## config.mk

```make
export PLATFORM = sky130hd
export DESIGN_NAME = idx_xfer_seq
export DESIGN_NICKNAME = d
export VERILOG_FILES = /design/src/rtl/idx_xfer_pkg.sv /design/src/rtl/idx_bcd_split.sv /design/src/rtl/idx_addr_add.sv /design/src/rtl/idx_xfer_seq.sv
export SDC_FILE = /design/constraint.sdc
export NUM_CORES = 1
export LEC_CHECK = 0
export BUFFER_PORTS_ARGS = -buffer_cell sky130_fd_sc_hd__buf_4
export CORE_MARGIN = 2
export CORE_UTILIZATION = 38
export CTS_CLUSTER_DIAMETER = 30
export CTS_CLUSTER_SIZE = 40
export DETAILED_ROUTE_END_ITERATION = 8
export GPL_TIMING_DRIVEN = 0
export PLACE_DENSITY_LB_ADDON = 0.1
export SETUP_SLACK_MARGIN = 0.5
export SLEW_MARGIN = 20
export SYNTH_ARGS = -nofsm -noshare
export SYNTH_HDL_FRONTEND = slang
export SYNTH_SLANG_ARGS = --single-unit
```

## constraint.sdc

```tcl
create_clock -name clk_i -period 6.5 [get_ports clk_i]
set_input_delay 0.65 -clock clk_i [delete_from_list [all_inputs] [get_ports clk_i]]
set_output_delay 0.65 -clock clk_i [all_outputs]
set_load 0.01 [all_outputs]
```

## src/rtl/idx_xfer_pkg.sv

```systemverilog
package idx_xfer_pkg;
  typedef enum logic [1:0] {
    OP_BCD   = 2'd0,
    OP_STORE = 2'd1,
    OP_LOAD  = 2'd2,
    OP_ADDI  = 2'd3
  } xfer_op_e;

  typedef enum logic [2:0] {
    ST_IDLE,
    ST_BCD,
    ST_STORE,
    ST_LOAD,
    ST_TAIL,
    ST_ADDI
  } seq_state_e;
endpackage

```

## src/rtl/idx_bcd_split.sv

```systemverilog
module idx_bcd_split #(
  parameter int DW = 8,
  parameter int ND = 3
) (
  input  logic [DW-1:0]   bin_i,
  output logic [ND*4-1:0] bcd_o
);
  // shift-and-add-3 conversion, one stage per input bit
  function automatic logic [ND*4-1:0] to_bcd(input logic [DW-1:0] b);
    logic [ND*4+DW-1:0] sh;
    sh = '0;
    sh[DW-1:0] = b;
    for (int i = 0; i < DW; i++) begin
      for (int d = 0; d < ND; d++) begin
        if (sh[DW+4*d +: 4] >= 4'd5) sh[DW+4*d +: 4] = sh[DW+4*d +: 4] + 4'd3;
      end
      sh = sh << 1;
    end
    return sh[DW +: ND*4];
  endfunction

  assign bcd_o = to_bcd(bin_i);
endmodule

```

## src/rtl/idx_addr_add.sv

```systemverilog
module idx_addr_add #(
  parameter int AW = 12,
  parameter int OW = 4
) (
  input  logic [AW-1:0] base_i,
  input  logic [OW-1:0] off_i,
  output logic [AW-1:0] sum_o
);
  logic [AW+OW-1:0] full;
  assign full  = (AW+OW)'(base_i) + (AW+OW)'(off_i);
  assign sum_o = full[AW-1:0];  // modulo 2^AW
endmodule

```

## src/rtl/idx_xfer_seq.sv

```systemverilog
module idx_xfer_seq
  import idx_xfer_pkg::*;
#(
  parameter int DW   = 8,
  parameter int AW   = 12,
  parameter int NREG = 16,
  localparam int RW  = $clog2(NREG)
) (
  input  logic          clk_i,
  input  logic          rst_ni,
  input  logic          start_i,
  input  logic [1:0]    op_i,
  input  logic [RW-1:0] x_i,
  input  logic          idx_set_i,
  input  logic [AW-1:0] idx_val_i,
  output logic [AW-1:0] idx_o,
  output logic          busy_o,
  output logic          done_o,
  output logic [RW-1:0] rf_raddr_o,
  input  logic [DW-1:0] rf_rdata_i,
  output logic          rf_we_o,
  output logic [RW-1:0] rf_waddr_o,
  output logic [DW-1:0] rf_wdata_o,
  output logic [AW-1:0] mem_addr_o,
  output logic          mem_we_o,
  output logic [DW-1:0] mem_wdata_o,
  output logic          mem_re_o,
  input  logic [DW-1:0] mem_rdata_i
);
  localparam int ND   = (DW * 30103) / 100000 + 1;
  localparam int OFFW = (DW > RW + 1) ? DW : RW + 1;

  seq_state_e    state_q;
  logic [RW-1:0] x_q, cnt_q, wb_idx_q;
  logic [AW-1:0] idx_q, acc_addr, idx_upd;
  logic          done_q, wb_vld_q;
  logic [ND*4-1:0] bcd;
  logic [3:0]      dig_sel;
  logic [OFFW-1:0] upd_off;
  logic            cnt_last;

  idx_bcd_split #(.DW(DW), .ND(ND)) u_bcd (
    .bin_i (rf_rdata_i),
    .bcd_o (bcd)
  );

  idx_addr_add #(.AW(AW), .OW(RW)) u_acc_add (
    .base_i (idx_q),
    .off_i  (cnt_q),
    .sum_o  (acc_addr)
  );

  idx_addr_add #(.AW(AW), .OW(OFFW)) u_upd_add (
    .base_i (idx_q),
    .off_i  (upd_off),
    .sum_o  (idx_upd)
  );

  assign upd_off  = (state_q == ST_ADDI) ? OFFW'(rf_rdata_i) : OFFW'(x_q) + OFFW'(1);
  assign cnt_last = (cnt_q == x_q);

  // most significant digit first
  always_comb begin
    dig_sel = '0;
    for (int d = 0; d < ND; d++) begin
      if (cnt_q == RW'(d)) dig_sel = bcd[4*(ND-1-d) +: 4];
    end
  end

  always_comb begin
    mem_we_o    = 1'b0;
    mem_re_o    = 1'b0;
    mem_wdata_o = '0;
    rf_raddr_o  = x_q;
    unique case (state_q)
      ST_BCD: begin
        mem_we_o    = 1'b1;
        mem_wdata_o = DW'(dig_sel);
      end
      ST_STORE: begin
        mem_we_o    = 1'b1;
        rf_raddr_o  = cnt_q;
        mem_wdata_o = rf_rdata_i;
      end
      ST_LOAD: mem_re_o = 1'b1;
      default: ;
    endcase
  end

  assign mem_addr_o = acc_addr;
  assign rf_we_o    = wb_vld_q;
  assign rf_waddr_o = wb_idx_q;
  assign rf_wdata_o = mem_rdata_i;
  assign idx_o      = idx_q;
  assign busy_o     = (state_q != ST_IDLE);
  assign done_o     = done_q;

  always_ff @(posedge clk_i or negedge rst_ni) begin
    if (!rst_ni) begin
      state_q  <= ST_IDLE;
      x_q      <= '0;
      cnt_q    <= '0;
      idx_q    <= '0;
      done_q   <= 1'b0;
      wb_vld_q <= 1'b0;
      wb_idx_q <= '0;
    end else begin
      done_q   <= 1'b0;
      wb_vld_q <= (state_q == ST_LOAD);
      wb_idx_q <= cnt_q;
      unique case (state_q)
        ST_IDLE: begin
          if (idx_set_i) idx_q <= idx_val_i;
          if (start_i) begin
            x_q   <= x_i;
            cnt_q <= '0;
            unique case (xfer_op_e'(op_i))
              OP_BCD:   state_q <= ST_BCD;
              OP_STORE: state_q <= ST_STORE;
              OP_LOAD:  state_q <= ST_LOAD;
              default:  state_q <= ST_ADDI;
            endcase
          end
        end
        ST_BCD: begin
          cnt_q <= cnt_q + 1'b1;
          if (cnt_q == RW'(ND-1)) begin
            state_q <= ST_IDLE;
            done_q  <= 1'b1;
          end
        end
        ST_STORE: begin
          cnt_q <= cnt_q + 1'b1;
          if (cnt_last) begin
            state_q <= ST_IDLE;
            idx_q   <= idx_upd;
            done_q  <= 1'b1;
          end
        end
        ST_LOAD: begin
          cnt_q <= cnt_q + 1'b1;
          if (cnt_last) state_q <= ST_TAIL;
        end
        ST_TAIL, ST_ADDI: begin
          state_q <= ST_IDLE;
          idx_q   <= idx_upd;
          done_q  <= 1'b1;
        end
        default: state_q <= ST_IDLE;
      endcase
    end
  end
endmodule

```

==> results of run 1 <==
[layer usage]
metal	vias up	global-route usage [%]	wire (um)	part of all wire, %
li1	1706	-	-	-
met1	1535	25.19	4399	48
met2	100	30.40	4270	46
met3	11	4.113	488	5.3
met4	0	3.267	76	0.82
met5	-	0	0	0
[cell type report]
| type | instances | area (sq um) | share of cell area (%) |
|---|---|---|---|
| buffer | 24 | 136.4 | 3.036 |
| timing repair buffer | 100 | 750.7 | 16.71 |
| clock buffer | 7 | 96.34 | 2.145 |
| multi-input combinational | 336 | 2526 | 56.24 |
| tap | 108 | 135.1 | 3.008 |
| inverter | 30 | 116.4 | 2.591 |
| sequential | 29 | 725.7 | 16.16 |
| clock inverter | 1 | 5.005 | 0.1114 |
[worst max-delay path, delay by kind of cell]
family	cells	cell delay (ns)
and+or+nand+nor	5	0.90
xor gates and xnor gates	2	0.39
muxes	1	0.31
AOI/OAI and AO/OA	5	1.25
buffers and inverters	7	0.80
adders and majority gates	4	0.78
[cells in the final DEF, fill, tap and decap left out, types with 7 or more instances in the layout]
master,n
xnor2_1,14
o21ai_0,22
xor2_1,8
inv_1,27
buf_4,109
clkbuf_8,7
nor2_1,35
dfrtp_1,29
nor3_1,9
clkbuf_1,12
ha_1,25
a21oi_1,28
nand2_1,33
and2_1,10
nand3_1,8
mux2_2,10
[sequential cells by signal, indices dropped and copies added, names as in the netlist]
name	flops
idx_o	12
cnt_q	4
done_o	1
rf_we_o	1
x_q	4
state_q	3
rf_waddr_o	4
[worst max-delay path by stage]
stage / depth (start not counted) / to / startpoint / slack [ns]
global placement: 27 / mem_wdata_o[1] / rf_rdata_i[5] / -0.18
CTS: 26 / mem_wdata_o[2] / rf_rdata_i[5] / 0.50
detailed placement: 27 / mem_wdata_o[1] / rf_rdata_i[5] / -0.24
floorplan: 25 / mem_wdata_o[1] / rf_rdata_i[5] / 0.59
finish: 24 / mem_wdata_o[3] / rf_rdata_i[5] / 0.74
global route: 25 / mem_wdata_o[1] / rf_rdata_i[5] / 0.45
[kinds of logic after synthesis]
group,Yosys count
XOR/XNOR,25
flip-flops,29
buffers and inverters,54
AND/OR/NAND/NOR,147
multiplexers,14
AO/OA/AOI/OAI,117
adder cells (fa/ha/maj),33
[power by group through the flow]
stage | clock network [mW] | registers (mW) | logic, mW
global placement | 0 | 0.377 | 1.48
global route | 0.184 | 0.392 | 1.75
floorplan | 0 | 0.372 | 1.00
detailed placement | 0 | 0.382 | 1.51
finish | 0.172 | 0.376 | 1.57
CTS | 0.174 | 0.379 | 1.53
[what timing repair did]
item / 4_1_cts / 5_1_grt
buffers inserted: 6 / 12
setup endpoints to repair: 4 / 4
gates cloned: 0 / 0
gates resized for setup: 10 / 17
pin swaps: 4 / 10
==> summary.md, run 1 <==
| Metric | Value |
|---|---|
| Final setup violation count | `0` |
| Synth Register Bits | `29` |
| Port buffer count | `82` |
| CTS H-tree lvls | `2` |
| Most used cell, CP | `buf_4` |
| Avg Cell Area, Syn | `~8 sq um` |
| Number of diodes | `0` |
| Initial antenna violation count | `0` |
| Critical-path cell list | `buf_4 > clkinvlp_4 > ha_1 > inv_1 > ha_1 > buf_6 > a21oi_4 > xnor2_2 > ha_2 > nor2b_4 > a211oi_1 > o2111ai_2 > ha_2 > or2b_1 > o32ai_4 > or3_4 > buf_4 > nand4_4 > xor2_4 > buf_4 > nor2_2 > mux2_4 > a221o_1 > buf_4` |
| WP data arrival | `5.11 ns` |
| Final setup TNS | `0 ns` |
| Xor and xnor area share after synthesis | `slightly above 7%` |
| Synth area leaders | `dfrtp_1 (21%), ha_1 (11%), a21oi_1 (4.6%)` |
| Synth Area in Adders | `around an eighth` |
| Synthesis-to-finish area growth | `32.23%` |
| Design area | `around 0.0045 sq mm` |
| Element type at the critical path end | `primary output` |
| Worst-Margin Slew | `0.7753 ns` |
| Critical Setup Path Class | `input port to primary output` |
| Yosys cell types | `just under 80` |
| Unrepaired setup endpoints after global routing | `false` |
| Total gr overflow | `0` |
| Max Slew Vio Count | `0` |
| DPL Wire Length | `7107 um` |
| Largest net degree at the start of global routing | `30` |
| Ys flop type | `dfrtp_1` |
| Tcrit/Tclk final | `roughly 90%` |
| FILL cells | `between 800 and 900` |
| Post-synthesis compound-gate area fraction | `23.90%` |
| Number of hold violations in the final report | `0` |
| Share of the synthesized area in the top cell type | `about a fifth` |
| NetSw | `1.002 mW` |
| TritonCTS clock tree | `done` |
| Slowest CP cell | `o32ai_4` |
| Overall routing resource usage | `18.44%` |
| First-pass GRT wire length | `14720 um` |
| Synthesized instance count | `419` |
| Fin cells | `635` |
| Ys async rst share | `100.0%` |
| 1st-iter DRT viols | `89` |
| R2R Setup Slk | `3.03 ns` |
| # clock sinks | `29` |
| Clock tree buffer depth | `2` |
| Initial Utilization | `between 30 and 40%` |
| Clock Latency Late Sink | `between 0.2 and 0.3 ns` |
| DIE AREA | `0.009712 sq mm` |
| Simple-gate portion of the synthesized area | `22.95%` |
| Pint | `1.119 mW` |
| Sw Ratio | `47.25%` |
| CP Launch Type | `input port` |
| Clock power share | `about 8.1%` |
| Leak | `roughly 2.1 nW` |
| Min setup slack post-route | `0.7435 ns` |
| Share of cells above drive strength 1 | `32.64%` |
| R2R cell count | `15` |
| Max-slew headroom | `around half` |
| Placed Area | `0.004148 sq mm` |
| Routed length per instance | `14.54 um` |
| Reg2reg start | `state_q[0]` |
| Vias per std cell | `roughly 5.3` |
| Root Driver | `clkbuf_8` |
| Length of the first detailed-routing pass in iterations | `4` |
| Number of placed instances with taps included | `between 600 and 700` |
| Worst vdd rail ir drop | `226.9 uV` |
| Detail Route Antenna Nets | `0` |
| Top cell type by total area after synthesis | `dfrtp_1` |
| Seq pwr share | `17.7%` |
| Logic pwr share | `74.2%` |
| Synth cell count leaders | `nor2_1 (36), nand2_1 (33), a21oi_1 (31), ha_1 (31)` |
| Count leader, synth | `nor2_1` |
| Worst Path Max Fanout | `8` |
| Rows | `34` |
| Crit-path max cell delay | `0.42 ns` |
| Num CTS Buffers | `5` |
| IO Count | `91` |
| Die Span Y | `98.55 um` |
| Achievable Freq | `roughly 0.17 GHz` |
| Final core occ | `51.76%` |
| Number of flops mapped to enable cells by yosys | `0` |
| Setup slack at placement | `-0.2391 ns` |
| Nets | `between 500 and 600` |
| Final Hold Slack | `0.2721 ns` |
| Area of the mapped netlist | `0.003397 sq mm` |
| Setup Skew | `0.007021 ns` |
| Vias | `3352` |
| Final wirelength | `9234 um` |
| RePlAce Congestion | `around 0.86` |
| PnR Total Power | `2.121 mW` |
| Post-synthesis mux area share | `4.641%` |
| Main combinational cell family by area after synthesis | `compound AO/OA/AOI/OAI gates` |
| Status | `finished clean` |
| Sequential fraction of the synthesis area | `21.36%` |
| MaxCap Viol Count | `0` |
| Reg-to-Reg End | `idx_o[10]` |
| Core area | `0.008678 sq mm` |
| Req. time, crit path | `5.85 ns` |
| Clock period minus worst slack | `approximately 5.8 ns` |
| Hold Crit Class | `input port to async pin` |
| Die width | `98.55 um` |
| Synthesized net count | `between 400 and 500` |
| # hold bufs at CTS | `0` |
| Detailed-route DRC error count | `0` |
| Synth Warn # | `0` |
| Power per cell area | `approximately 470 mW/mm^2` |
| CTS clk-pin slew, worst paths | `approximately 0.070 ns` |
| Vias in the first global route | `3120` |
Note: power is estimated with default switching activity, not from simulation.
==> run 2: changes to the inputs <==
- SYNTH_HIERARCHICAL: unset -> 1
==> run 2 against run 1 <==
Net effect:
- wire length grew 11%
- fmax shrank 1.1%
- sequential share of layout area shrank 1.6 points
- core utilization grew 1.9 points
- synthesized area grew 8.0%
- count of clock-buffer cells in the layout shrank 1
- sequential power grew 8.8%
==> summary.md, run 2 <==
| Metric | Value |
|---|---|
| Most used cell, CP | `ha_4` |
| Critical Setup Path Class | `input port to primary output` |
| Min setup slack post-route | `0.6821 ns` |
| Synth area leaders | `dfrtp_1 (20%), ha_1 (9.9%), mux2_2 (7.4%)` |
| Worst Path Max Fanout | `6` |
| Detailed-route DRC error count | `0` |
| Port buffer count | `82` |
| Logic pwr share | `74.0%` |
| Die Span Y | `102.2 um` |
| Final core occ | `53.67%` |
| Setup slack at placement | `-0.1300 ns` |
| Number of placed instances with taps included | `about 640` |
| Initial antenna violation count | `0` |
| Max FFs per register | `12` |
| Seq pwr share | `17.4%` |
| Setup Skew | `0.009708 ns` |
| # clock sinks | `29` |
| FILL cells | `roughly 900` |
| Number of hold violations in the final report | `0` |
| Number of flops mapped to enable cells by yosys | `0` |
| CTS clk-pin slew, worst paths | `0.07 ns` |
| MaxCap Viol Count | `0` |
| NetSw | `about 1.1 mW` |
| Sw Ratio | `45.53%` |
| Largest net degree at the start of global routing | `30` |
| Rows | `35` |
| Synth Register Bits | `29` |
| Sequential fraction of the synthesis area | `about a fifth` |
| Achievable Freq | `0.1719 GHz` |
| Synth Area in Adders | `10.99%` |
| Most frequent cells in the layout | `buf_4 (112), nand2_1 (29), dfrtp_1 (29)` |
| Top cell type by total area after synthesis | `dfrtp_1` |
| First-pass GRT wire length | `15700 um` |
| Count leader, synth | `nor2_1` |
| Clock period minus worst slack | `5.818 ns` |
| Synthesized instance count | `between 400 and 500` |
| Element type at the critical path end | `primary output` |
| Xor and xnor area share after synthesis | `approximately 6.4%` |
| Area of the mapped netlist | `0.003667 sq mm` |
| Status | `finished clean` |
| WP data arrival | `5.17 ns` |
| Post-synthesis compound-gate area fraction | `between 20 and 25%` |
| Final setup TNS | `0 ns` |
| Routed wire length on met3 | `424 um` |
| Fin cells | `667` |
| IO Count | `~90` |
| Met2 wire length | `4932 um` |
| PnR Total Power | `2.354 mW` |
| Nets | `606` |
| Root Driver | `clkbuf_8` |
| Vias in the first global route | `3216` |
| Ys async rst share | `100.0%` |
| CP Launch Type | `input port` |
| Simple-gate portion of the synthesized area | `between 10% and 20%` |
| Length of the first detailed-routing pass in iterations | `4` |
| Worst-Margin Slew | `0.6873 ns` |
| Vias | `between 3000 and 4000` |
| Post-synthesis mux area share | `a little over an eighth` |
| Crit-path max cell delay | `slightly below 0.5 ns` |
| DPL Wire Length | `7620 um` |
| Hold Crit Class | `input port to async pin` |
| Tcrit/Tclk final | `between 80% and 90%` |
| # hold bufs at CTS | `0` |
| Synth cell count leaders | `nor2_1 (30), dfrtp_1 (29), ha_1 (29), nand2_1 (29), inv_1 (26)` |
| Total gr overflow | `0` |
| TritonCTS clock tree | `done` |
| Max Slew Vio Count | `0` |
| Final setup violation count | `0` |
| Yosys cell types | `82` |
| Share of cells above drive strength 1 | `about 42%` |
| M1 WL | `4840 um` |
| DR top layer | `met4` |
| Max-slew headroom | `52.87%` |
| Slowest CP cell | `or4_4` |
| Leak | `2.265 nW` |
| Ys flop type | `dfrtp_1` |
| Power per cell area | `about 470 mW/mm^2` |
| Routed length per instance | `15.42 um` |
| 1st-iter DRT viols | `145` |
| Avg Cell Area, Syn | `approximately 8.6 sq um` |
| Detail Route Antenna Nets | `0` |
| Initial Utilization | `39.50%` |
| R2R cell count | `13` |
| Final wirelength | `10290 um` |
| Clock tree buffer depth | `2` |
| Synth Warn # | `6` |
| Overall routing resource usage | `18.80%` |
| Unrepaired setup endpoints after global routing | `true` |
| Synthesis-to-finish area growth | `35.86%` |
| Main combinational cell family by area after synthesis | `compound AO/OA/AOI/OAI gates` |
| Clock power share | `8.6%` |
| Core area | `0.009284 sq mm` |
| Req. time, crit path | `5.85 ns` |
| Most common cell after layout, fill and taps aside | `buf_4` |
| CTS H-tree lvls | `2` |
| Clock Latency Late Sink | `0.29 ns` |
| Number of diodes | `0` |
| Die width | `roughly 100 um` |
| DIE AREA | `between 0.01 and 0.015 sq mm` |
| Num CTS Buffers | `5` |
| Worst vdd rail ir drop | `approximately 320 uV` |
| Pint | `1.282 mW` |
| RePlAce Congestion | `0.7963` |
| Vias per std cell | `5.252` |
| Share of the synthesized area in the top cell type | `19.79%` |
run 2: cell types whose count changed in the layout (fill, tap and decap cells not counted), moves of 5 or more:
cell | previous run | this run
a22oi_1 | 2 | 8
a21oi_1 | 28 | 20
nor2_1 | 35 | 27
mux2_2 | 10 | 24
inv_1 | 27 | 22
mux2_4 | 1 | 11
clkbuf_1 | 12 | 4
run 2: worst max-delay path, delay by kind of cell:
kind / cells / cell delay, ns
xor+xnor: 2 / 0.33
compound gates: 6 / 1.10
buf+inv: 6 / 0.56
simple gates: 5 / 1.32
mux: 2 / 0.53
fa+ha+maj: 4 / 0.65
run 2: cell families after synthesis:
logic type,after synthesis
AO/OA/AOI/OAI,114
XOR/XNOR,26
adder cells (fa/ha/maj),31
buffers and inverters,51
flip-flops,29
multiplexers,42
other,1
AND/OR/NAND/NOR,132
run 2: power by group through the flow:
stage          Combinational (mW)  Sequential (mW)  Clock [mW]
6_report                     1.74            0.409       0.203
5_1_grt                      1.90            0.427       0.217
4_1_cts                      1.70            0.410       0.210
3_5_place_dp                 1.67            0.415           0
3_3_place_gp                 1.64            0.410           0
2_1_floorplan                1.16            0.394           0
run 2: routing by layer:
metal | GRT usage, % | vias up
met5 | 0 | -
met4 | 3.897 | 0
met3 | 2.941 | 10
li1 | - | 1763
met2 | 31.53 | 90
met1 | 25.72 | 1640
run 2: final cells by class:
cell class                      instances  area, sq um  area share, %
Timing Repair Buffer                  103        802.0          16.10
Clock buffer                            6        82.58          1.657
Buffer                                 25        183.9          3.692
Inverter                               26        122.6          2.461
Sequential cell                        29        725.7          14.57
Multi-Input combinational cell        347         2867          57.53
Tap cell                              129        161.4          3.240
Clock inverter                          2        37.54         0.7534
run 2: final timing paths:
check / endpoint / slack, ns / startpoint
worst min register to register: rf_waddr_o[2] / 0.42 / cnt_q[2]
min in group clk_i: rf_waddr_o[2] / 0.42 / cnt_q[2]
worst min-delay path: idx_o[7] / 0.29 / rst_ni
worst max register to register: idx_o[10] / 3.17 / state_q[2]
max in group asynchronous: idx_o[2] / 5.92 / rst_ni
worst max-delay path: mem_wdata_o[3] / 0.68 / rf_rdata_i[6]
run 2: through the flow:
stage	hold WS [ns]	cell area, sq um
finish	0.2887	4982
global route	0.3132	4982
CTS	0.3043	4671
detailed placement	0.4050	4448
global placement	0.3888	4448
floorplan	0.3544	3671
run 2: repair_timing:
| action | CTS | global route |
|---|---|---|
| setup buffers | 4 | 17 |
| gates resized for setup | 15 | 47 |
| setup endpoints to repair | 4 | 4 |
| pin swaps | 5 | 18 |
